File: config.mk
export PLATFORM = sky130hd
export DESIGN_NAME = audio_serdes_ctrl
export DESIGN_NICKNAME = d
export VERILOG_FILES = /design/src/rtl/audio_serdes_pkg.sv /design/src/rtl/ser_bit_timer.sv /design/src/rtl/ser_frame_fsm.sv /design/src/rtl/ser_adc_capture.sv /design/src/rtl/ser_dac_tx.sv /design/src/rtl/audio_serdes_ctrl.sv
export SDC_FILE = /design/constraint.sdc
export NUM_CORES = 1
export LEC_CHECK = 0
export BUFFER_PORTS_ARGS = -buffer_cell sky130_fd_sc_hd__buf_2
export CAP_MARGIN = 25
export CORE_MARGIN = 2
export CORE_UTILIZATION = 30
export CTS_BUF_LIST = sky130_fd_sc_hd__clkbuf_4 sky130_fd_sc_hd__clkbuf_8
export CTS_CLUSTER_SIZE = 20
export DETAILED_ROUTE_END_ITERATION = 7
export SETUP_SLACK_MARGIN = 0.15
export SYNTH_ARGS = -nofsm -noshare
export SYNTH_HDL_FRONTEND = slang
export SYNTH_SLANG_ARGS = --single-unit
export TNS_END_PERCENT = 5
File: constraint.sdc
create_clock -name clk -period 3.23 [get_ports clk]
set_input_delay 0.646 -clock clk [delete_from_list [all_inputs] [get_ports clk]]
set_output_delay 0.646 -clock clk [all_outputs]
set_load 0.005 [all_outputs]
File: src/rtl/audio_serdes_pkg.sv
package audio_serdes_pkg;
    typedef enum logic [1:0] {
        FS_GAP  = 2'd0,
        FS_LEAD = 2'd1,
        FS_DATA = 2'd2,
        FS_LAST = 2'd3
    } frame_state_e;
endpackage

File: src/rtl/ser_bit_timer.sv
module ser_bit_timer #(
    parameter int BIT_DIV = 500
) (
    input  logic clk,
    input  logic rst_n,
    output logic bclk,
    output logic bit_end,
    output logic bit_rise
);
    localparam int HALF = BIT_DIV / 2;
    localparam int CW   = (BIT_DIV > 2) ? $clog2(BIT_DIV) : 1;

    logic [CW-1:0] div_q;

    assign bit_end  = (div_q == CW'(BIT_DIV - 1));
    assign bit_rise = (div_q == CW'(HALF - 1));

    always_ff @(posedge clk or negedge rst_n) begin
        if (!rst_n) begin
            div_q <= '0;
            bclk  <= 1'b0;
        end else begin
            div_q <= bit_end ? '0 : div_q + CW'(1);
            if (bit_rise)
                bclk <= 1'b1;
            else if (bit_end)
                bclk <= 1'b0;
        end
    end

    // a bit period always starts with the clock low
    p_low_after_end_r1: assert property (@(posedge clk) disable iff (!rst_n)
        $past(bit_end) |-> !bclk);
endmodule

File: src/rtl/ser_frame_fsm.sv
module ser_frame_fsm
    import audio_serdes_pkg::*;
#(
    parameter int SAMPLE_W = 8
) (
    input  logic clk,
    input  logic rst_n,
    input  logic bit_end,
    input  logic bit_rise,
    output logic cs_n,
    output logic load_n,
    output logic frame_go,
    output logic shift_go,
    output logic sample_go,
    output logic last_go
);
    localparam int CW       = $clog2(SAMPLE_W);
    localparam int LAST_IDX = SAMPLE_W - 2;

    frame_state_e st, st_nxt;
    logic [CW-1:0] idx, idx_nxt;

    always_comb begin
        st_nxt  = st;
        idx_nxt = idx;
        unique case (st)
            FS_GAP:  st_nxt = FS_LEAD;
            FS_LEAD: begin
                st_nxt  = FS_DATA;
                idx_nxt = '0;
            end
            FS_DATA: begin
                if (idx == CW'(LAST_IDX))
                    st_nxt = FS_LAST;
                else
                    idx_nxt = idx + CW'(1);
            end
            FS_LAST: st_nxt = FS_GAP;
            default: st_nxt = FS_GAP;
        endcase
    end

    // state register
    always_ff @(posedge clk or negedge rst_n) begin
        if (!rst_n) begin
            st  <= FS_GAP;
            idx <= '0;
        end else if (bit_end) begin
            st  <= st_nxt;
            idx <= idx_nxt;
        end
    end

    // registered pin outputs
    always_ff @(posedge clk or negedge rst_n) begin
        if (!rst_n) begin
            cs_n   <= 1'b1;
            load_n <= 1'b1;
        end else if (bit_end) begin
            cs_n   <= (st_nxt == FS_GAP);
            load_n <= (st_nxt != FS_LAST);
        end
    end

    assign frame_go  = bit_end && (st == FS_LAST);
    assign shift_go  = bit_end && ((st_nxt == FS_LEAD) || (st_nxt == FS_DATA));
    assign sample_go = bit_rise && ((st == FS_DATA) || (st == FS_LAST));
    assign last_go   = bit_rise && (st == FS_LAST);

    // the DAC strobe only falls inside a selected frame
    p_load_in_frame_r7: assert property (@(posedge clk) disable iff (!rst_n)
        !load_n |-> !cs_n);
    // select rises only when the strobe period closes
    p_gap_after_load_r2: assert property (@(posedge clk) disable iff (!rst_n)
        $rose(cs_n) |-> $rose(load_n));
endmodule

File: src/rtl/ser_adc_capture.sv
module ser_adc_capture #(
    parameter int SAMPLE_W = 8
) (
    input  logic                clk,
    input  logic                rst_n,
    input  logic                sample_go,
    input  logic                last_go,
    input  logic                sdo,
    output logic [SAMPLE_W-1:0] word,
    output logic                done
);
    logic [SAMPLE_W-1:0] sh;

    always_ff @(posedge clk or negedge rst_n) begin
        if (!rst_n) begin
            sh   <= '0;
            word <= '0;
            done <= 1'b0;
        end else begin
            done <= last_go;
            if (sample_go)
                sh <= {sh[SAMPLE_W-2:0], sdo};
            if (last_go)
                word <= {sh[SAMPLE_W-2:0], sdo};
        end
    end
endmodule

File: src/rtl/ser_dac_tx.sv
module ser_dac_tx #(
    parameter int SAMPLE_W = 8
) (
    input  logic                clk,
    input  logic                rst_n,
    input  logic                frame_go,
    input  logic                shift_go,
    input  logic                bit_end,
    input  logic [SAMPLE_W-1:0] src,
    output logic                sdi,
    output logic                take
);
    logic [SAMPLE_W-1:0] sh;

    always_ff @(posedge clk or negedge rst_n) begin
        if (!rst_n) begin
            sh   <= '0;
            sdi  <= 1'b0;
            take <= 1'b0;
        end else begin
            take <= frame_go;
            if (frame_go) begin
                sh  <= src;
                sdi <= 1'b0;
            end else if (shift_go) begin
                sdi <= sh[SAMPLE_W-1];
                sh  <= {sh[SAMPLE_W-2:0], 1'b0};
            end else if (bit_end) begin
                sdi <= 1'b0;
            end
        end
    end

    // the latch pulse never lasts beyond one cycle
    p_take_single_r5: assert property (@(posedge clk) disable iff (!rst_n)
        take |=> !take);
endmodule

File: src/rtl/audio_serdes_ctrl.sv
module audio_serdes_ctrl #(
    parameter int SAMPLE_W = 8,
    parameter int BIT_DIV  = 500
) (
    input  logic                clk,
    input  logic                rst_n,
    input  logic                diag_en,
    input  logic                adc_sdo,
    output logic                adc_cs_n,
    output logic                bit_clk,
    output logic                dac_sdi,
    output logic                dac_load_n,
    input  logic [SAMPLE_W-1:0] tx_data,
    output logic                tx_take,
    output logic [SAMPLE_W-1:0] rx_data,
    output logic                rx_valid
);
    logic bit_end, bit_rise;
    logic frame_go, shift_go, sample_go, last_go;
    logic cap_done;
    logic [SAMPLE_W-1:0] cap_word, tx_src;

    ser_bit_timer #(.BIT_DIV(BIT_DIV)) u_timer (
        .clk(clk), .rst_n(rst_n), .bclk(bit_clk),
        .bit_end(bit_end), .bit_rise(bit_rise)
    );

    ser_frame_fsm #(.SAMPLE_W(SAMPLE_W)) u_fsm (
        .clk(clk), .rst_n(rst_n), .bit_end(bit_end), .bit_rise(bit_rise),
        .cs_n(adc_cs_n), .load_n(dac_load_n), .frame_go(frame_go),
        .shift_go(shift_go), .sample_go(sample_go), .last_go(last_go)
    );

    ser_adc_capture #(.SAMPLE_W(SAMPLE_W)) u_adc (
        .clk(clk), .rst_n(rst_n), .sample_go(sample_go), .last_go(last_go),
        .sdo(adc_sdo), .word(cap_word), .done(cap_done)
    );

    assign tx_src = diag_en ? cap_word : tx_data;

    ser_dac_tx #(.SAMPLE_W(SAMPLE_W)) u_dac (
        .clk(clk), .rst_n(rst_n), .frame_go(frame_go), .shift_go(shift_go),
        .bit_end(bit_end), .src(tx_src), .sdi(dac_sdi), .take(tx_take)
    );

    always_ff @(posedge clk or negedge rst_n) begin
        if (!rst_n) begin
            rx_data  <= '0;
            rx_valid <= 1'b0;
        end else begin
            rx_valid <= cap_done && !diag_en;
            if (cap_done && !diag_en)
                rx_data <= cap_word;
        end
    end

    // hub pulse is one cycle wide
    p_valid_single_r4: assert property (@(posedge clk) disable iff (!rst_n)
        rx_valid |=> !rx_valid);
    // hub word is frozen while loopback stays on
    p_diag_hold_r8: assert property (@(posedge clk) disable iff (!rst_n)
        (diag_en && $past(diag_en)) |-> $stable(rx_data));
    // select moves only with a falling bit clock
    p_cs_edge_r2: assert property (@(posedge clk) disable iff (!rst_n)
        $changed(adc_cs_n) |-> $fell(bit_clk));
    // outbound serial bit moves only with a falling bit clock
    p_sdi_edge_r6: assert property (@(posedge clk) disable iff (!rst_n)
        $changed(dac_sdi) |-> $fell(bit_clk));
endmodule

==> results_dict.tcl, run 1 <==
set metrics [dict create \
    nNetsFinal 257 \
    ys_seq_area_share_pct 52.49 \
    synth_edf_count 0 \
    dp_cells 334 \
    synth.distinct_cells 41 \
    synth.area.top_cells "dfrtp_1 (50%), mux2_2 (14%), ha_1 (4.5%)" \
    synth_top_cell_by_area "dfrtp_1" \
    totalWireLength_mm 4.540 \
    ys_top_cells_by_count "dfrtp_1 (50), mux2_2 (30), nand3_1 (20)" \
    place_congestion 0.7832 \
    p_leak_nw 1.322 \
    rows 33 \
    hold_viol_final 0 \
    vias 1639 \
    cp_max_fo 7 \
    timing.rr.start "u_fsm.idx[0]" \
    crit_type "reg -> reg" \
    clk_pin_slew_ns 0.10 \
    syn2layout_area_growth_pct 11.89 \
    synthArstFlopShare_pct 100.0 \
    min_period_over_period_pct 66.23 \
    hpwl_mm 3.156 \
    io-pin-count 26 \
    fmax_mhz 467.4 \
    rsz0062_at_grt "false" \
    syn_area_mm2 0.002484 \
    grt_pass1_vias 1596 \
    cp.required_ns 3.48 \
    synthFlopType "dfrtp_1" \
    drtIter0Drc 73 \
    irDropWorstVdd_mv 0.1795 \
    yosysMostFrequentCell "dfrtp_1" \
    clk_path_buf_depth 2 \
    r2r_slack_ns 1.09 \
    cts_setup_buffers 0 \
    clock_sinks 52 \
    arrival_ns 2.39 \
    coreArea_mm2 0.008134 \
    dieArea_mm2 0.009022 \
    synthDominantCellAreaShare_pct 50.38 \
    die_width_um 94.99 \
    vias_per_cell 4.792 \
    cp-end-kind "flop" \
    timing.slew.headroom_pct 51.32 \
    grt_pass1_wl_mm 7.659 \
    worst_pin_slew_ns 0.7271 \
    finalSetupTns_ns 0 \
    cts_resized 0 \
    r2r-end "u_dac.sh[2]" \
    io_buffers 25 \
    worstSkewPairLatency_ns 0.31 \
    ant_nets 0 \
    min_period_ns 2.139 \
    grt_max_degree 53 \
    syn_inst 212 \
    finClkSkew_ns 0.007915 \
    grt_overflow_total 0 \
    drc 0 \
    status "completed" \
    dieHeight_um 94.99 \
    cts_made_buffers 5 \
    multi_input_area_mm2 0.001071 \
    p_per_area_mw_per_mm2 383.7 \
    grt_antenna_before_repair 0 \
    yosysWarnings 0 \
    seqCellArea_mm2 0.001304 \
    drt_pass1_iterations 4 \
    start_kind "flop" \
    setup-violations-final 0 \
    drv_cap 0 \
    finalNonFillerCells 342 \
    num_antenna_cells 0 \
    fillCellCount 803 \
    finalMaxSlewViolations 0 \
    hold_class "in -> async" \
    routedWlPerCell_um 13.27 \
    fin_hold_ws_ns 0.4378 \
    h-tree-depth 2 \
    path_cells "inv_1, ha_1, a21o_1, a21o_1, ha_1, nor2b_1, a32oi_1, nand3_1" \
    max_stage_delay_ns 0.41 \
    start_util_pct 30.53 \
    syn_avg_cell_area_um2 11.72 \
    cts_tree "built" \
    reg2reg_depth 8 \
    cts_hold_buf 0 \
    final_layout_size_suffix_gt1_share_pct 32.07 \
    synth_fp_nets 233 \
    root_buffer "clkbuf_8" \
    synth_seq_cells 52 \
    grt.total_usage_pct 10.95 \
    crit_slowest_cell "dfrtp_1" \
]
## worst max-delay path: cells and delay by family (launching register included)
kind                       cells  cell delay [ns]
AOI/OAI and AO/OA              3             0.54
buffers and inverters          1             0.07
DFF                            1             0.41
and+or+nand+nor                2             0.53
adders and majority gates      2             0.55
## sequential cells by signal, summed over array words and instances (netlist names), 2 cells and up
signal         cells
rx_data            8
u_dac.sh           8
u_fsm.idx          3
u_timer.div_q      9
u_adc.sh           7
u_adc.word         8
u_fsm.st           2
## through the flow
stage          total power (W)  setup WS (ns)  instance area [um2]  util, %
5_1_grt               0.001111         0.9116                 2779    34.16
3_3_place_gp         0.0006955          1.161                 2688    33.04
6_report              0.001066          1.091                 2779    34.16
3_5_place_dp         0.0006958          1.118                 2688    33.04
4_1_cts               0.001085          1.094                 2779    34.16
2_1_floorplan        0.0006732          1.327                 2484        -
## worst max-delay path by stage
| stage | startpoint | end | slack [ns] | cells after the start |
|---|---|---|---|---|
| 2_1_floorplan | u_fsm.st[0] | u_dac.sh[1] | 1.33 | 8 |
| 3_3_place_gp | u_fsm.idx[0] | u_dac.sh[6] | 1.16 | 8 |
| 3_5_place_dp | u_fsm.idx[0] | u_dac.sh[2] | 1.12 | 8 |
| 4_1_cts | u_fsm.idx[0] | u_dac.sh[2] | 1.09 | 8 |
| 5_1_grt | u_fsm.idx[0] | u_dac.sh[1] | 0.91 | 8 |
| 6_report | u_fsm.idx[0] | u_dac.sh[2] | 1.09 | 8 |
## placed cells by master, fill, tap and decap left out, types with 2 or more instances in the layout
master     n
a21o_1     2
a21oi_1    5
a32oi_1    7
buf_2     25
buf_4      3
clkbuf_8   5
dfrtp_1   50
dfstp_2    2
ha_1       9
inv_1      9
mux2_2    30
nand2_1   19
nand3_1   20
nand4_1    4
nand4b_1   2
nor2_1     9
nor2b_1    2
o21ai_0    6
o21ai_1    3
or3_1      2
xnor2_1    2
## cell families after synthesis
logic type | share of synthesized area [%]
adder cells (fa/ha/maj) | 4.534
AND/OR/NAND/NOR | 15.47
flip-flops | 52.49
multiplexers | 14.00
AO/OA/AOI/OAI | 8.060
XOR/XNOR | 1.058
buffers and inverters | 4.382
## cell type report
type                            instances  share of cell area [%]
Clock buffer                            5                   2.476
Sequential cell                        52                   46.92
Inverter                                9                   1.216
Clock inverter                          3                  0.8104
Multi-Input combinational cell        140                   38.54
Tap cell                              105                   4.728
Timing Repair Buffer                   28                   5.313
## routing by layer
metal,global-route usage [%],routed length [um],vias to the layer above
met4,4.227,74,0
met5,0,0,-
li1,-,-,804
met3,2.953,110,5
met2,17.14,2117,17
met1,14.44,2238,813
## power by group
part           internal, W  switching [W]
Combinational    0.0000113      0.0000186
Sequential        0.000651    0.000000547
Clock             0.000156       0.000229
Total             0.000818       0.000248
Note: power is estimated with default switching activity, not from simulation.
==> inputs of run 2 (changes only) <==
- clock period: 3.23 -> 2.2 ns (I/O delays scaled with it)
==> run 2 against run 1 <==
Sequential share of layout area shrank 1.4 points. Flip-flop and latch count unchanged. Die area unchanged. Clock skew increased by 0.0029 ns. Hold slack worse by 0.32 ns. Setup slack got worse by 0.82 ns. Maximum frequency rose by 11%. Sequential power rose by 47%. Critical path type unchanged. Non-clock buffer count rose by 6. Clock-buffer cell count is the same. Total power is 52% higher.
==> results_dict.tcl, run 2 (synthesis results as in run 1) <==
set metrics [dict create \
    status "completed" \
    dp_cells 338 \
    vias 1639 \
    fmax_mhz 518.9 \
    drtIter0Drc 54 \
    final_layout_size_suffix_gt1_share_pct 34.44 \
    cp_max_fo 7 \
    drc 0 \
    place_ws_ns 0.1326 \
    grt_pass1_vias 1579 \
    finClkSkew_ns 0.01082 \
    coreArea_mm2 0.008134 \
    hold_viol_final 0 \
    io_buffers 25 \
    arrival_ns 2.12 \
    dieArea_mm2 0.009022 \
    min_period_ns 1.927 \
    p_per_area_mw_per_mm2 566.8 \
    reg2reg_depth 9 \
    root_buffer "clkbuf_8" \
    irDropWorstVdd_mv 0.2566 \
    crit_type "reg -> reg" \
    clk_path_buf_depth 2 \
    worstSkewPairLatency_ns 0.30 \
    clk_pin_slew_ns 0.09 \
    io-pin-count 26 \
    p_leak_nw 1.359 \
    timing.slew.headroom_pct 70.36 \
    largest_register "u_timer.div_q" \
    vias_per_cell 4.737 \
    path_cells "inv_1, ha_2, a21o_1, a21o_1, ha_4, nor2b_1, buf_4, a32oi_2, nand3_1" \
    drv_cap 0 \
    max_stage_delay_ns 0.36 \
    min_period_over_period_pct 87.59 \
    layout_setup_ws_ns 0.2730 \
    timing.rr.start "u_fsm.idx[0]" \
    dieHeight_um 94.99 \
    finalMaxSlewViolations 0 \
    syn2layout_area_growth_pct 15.42 \
    h-tree-depth 2 \
    grt.total_usage_pct 10.74 \
    hpwl_mm 3.132 \
    crit_slowest_cell "dfrtp_1" \
    cts_made_buffers 5 \
    mostFrequentLayoutCells "dfrtp_1 (50), mux2_2 (30), buf_2 (25), nand3_1 (20), nand2_1 (19)" \
    hold_class "in -> async" \
    ant_nets 0 \
    drt_pass1_iterations 4 \
    mostFrequentLayoutCell "dfrtp_1" \
    grt_overflow_total 0 \
    routedWlPerCell_um 13.19 \
    cts_tree "built" \
    largest_reg_flops 9 \
    setup-violations-final 0 \
    rsz0062_at_grt "false" \
    cp-end-kind "flop" \
    start_kind "flop" \
    nNetsFinal 263 \
    worst_path_most_repeated_cell "a21o_1" \
    rows 33 \
    start_util_pct 30.53 \
    startpoint "u_fsm.idx[0]" \
    grt_pass1_wl_mm 7.576 \
    totalWireLength_mm 4.565 \
    grt_max_degree 53 \
    finalNonFillerCells 346 \
    finalSetupTns_ns 0 \
    cp.required_ns 2.39 \
    num_antenna_cells 0 \
    place_congestion 0.7930 \
    worst_pin_slew_ns 0.4446 \
    grt_antenna_before_repair 0 \
    die_width_um 94.99 \
    clock_sinks 52 \
]
[run 2: metrics by stage]
stage	total power [W]	cell area (um2)	util [%]	hold WS, ns
after global placement	0.001024	2730	33.56	0.4449
final	0.001625	2867	35.24	0.1191
after floorplan	0.0009883	2484	-	0.1444
after detailed placement	0.001025	2730	33.56	0.4476
after CTS	0.001646	2836	34.87	0.1262
after global routing	0.001691	2867	35.24	0.1244
[run 2: layout make-up]
cell class | instances | area [um2]
clock buffers | 5 | 68.82
clock inverters | 1 | 30.03
fillers | 772 | 5268
inverters | 9 | 33.78
multi-input cells | 140 | 1094
flip-flops and latches | 52 | 1304
well taps | 105 | 131.4
repair buffers | 34 | 205.2
[run 2: what timing repair did]
action,CTS,global route
hold buffers,0,0
gates resized for setup,0,3
endpoints found under the setup margin,7,7
buffers inserted,1,1
[run 2: critical path: cells and delay by family, from the launching register on]
kind / cells / cell delay [ns]
adder cells (fa/ha/maj): 2 / 0.43
buffers and inverters: 2 / 0.25
AO/OA/AOI/OAI: 3 / 0.57
AND/OR/NAND/NOR: 2 / 0.22
flip-flops: 1 / 0.36
[run 2: final timing paths]
| check | endpoint | slack (ns) |
|---|---|---|
| max reg2reg | u_dac.sh[4] | 0.27 |
| min reg2reg | u_fsm.cs_n | 0.46 |
| max | u_dac.sh[4] | 0.27 |
| min in group clk | u_adc.sh[0] | 0.40 |
| max in group asynchronous | u_fsm.cs_n | 1.79 |
| min | rx_data[2] | 0.12 |
[run 2: where the power goes]
part	internal, W	switching (W)	leakage [nW]
clock network	0.000327	0.000294	0.0501
registers	0.000956	0.000000804	0.661
logic	0.0000192	0.0000275	0.648
total	0.00130	0.000323	1.36
[run 2: metal layers]
layer  vias to the layer above  global-route usage [%]  share of wire (%)
li1                        808                       -                  -
met1                       803                   15.07                 51
met2                        23                   16.31                 45
met3                         5                   2.394                2.4
met4                         0                   3.744                1.1
met5                         -                       0                  0
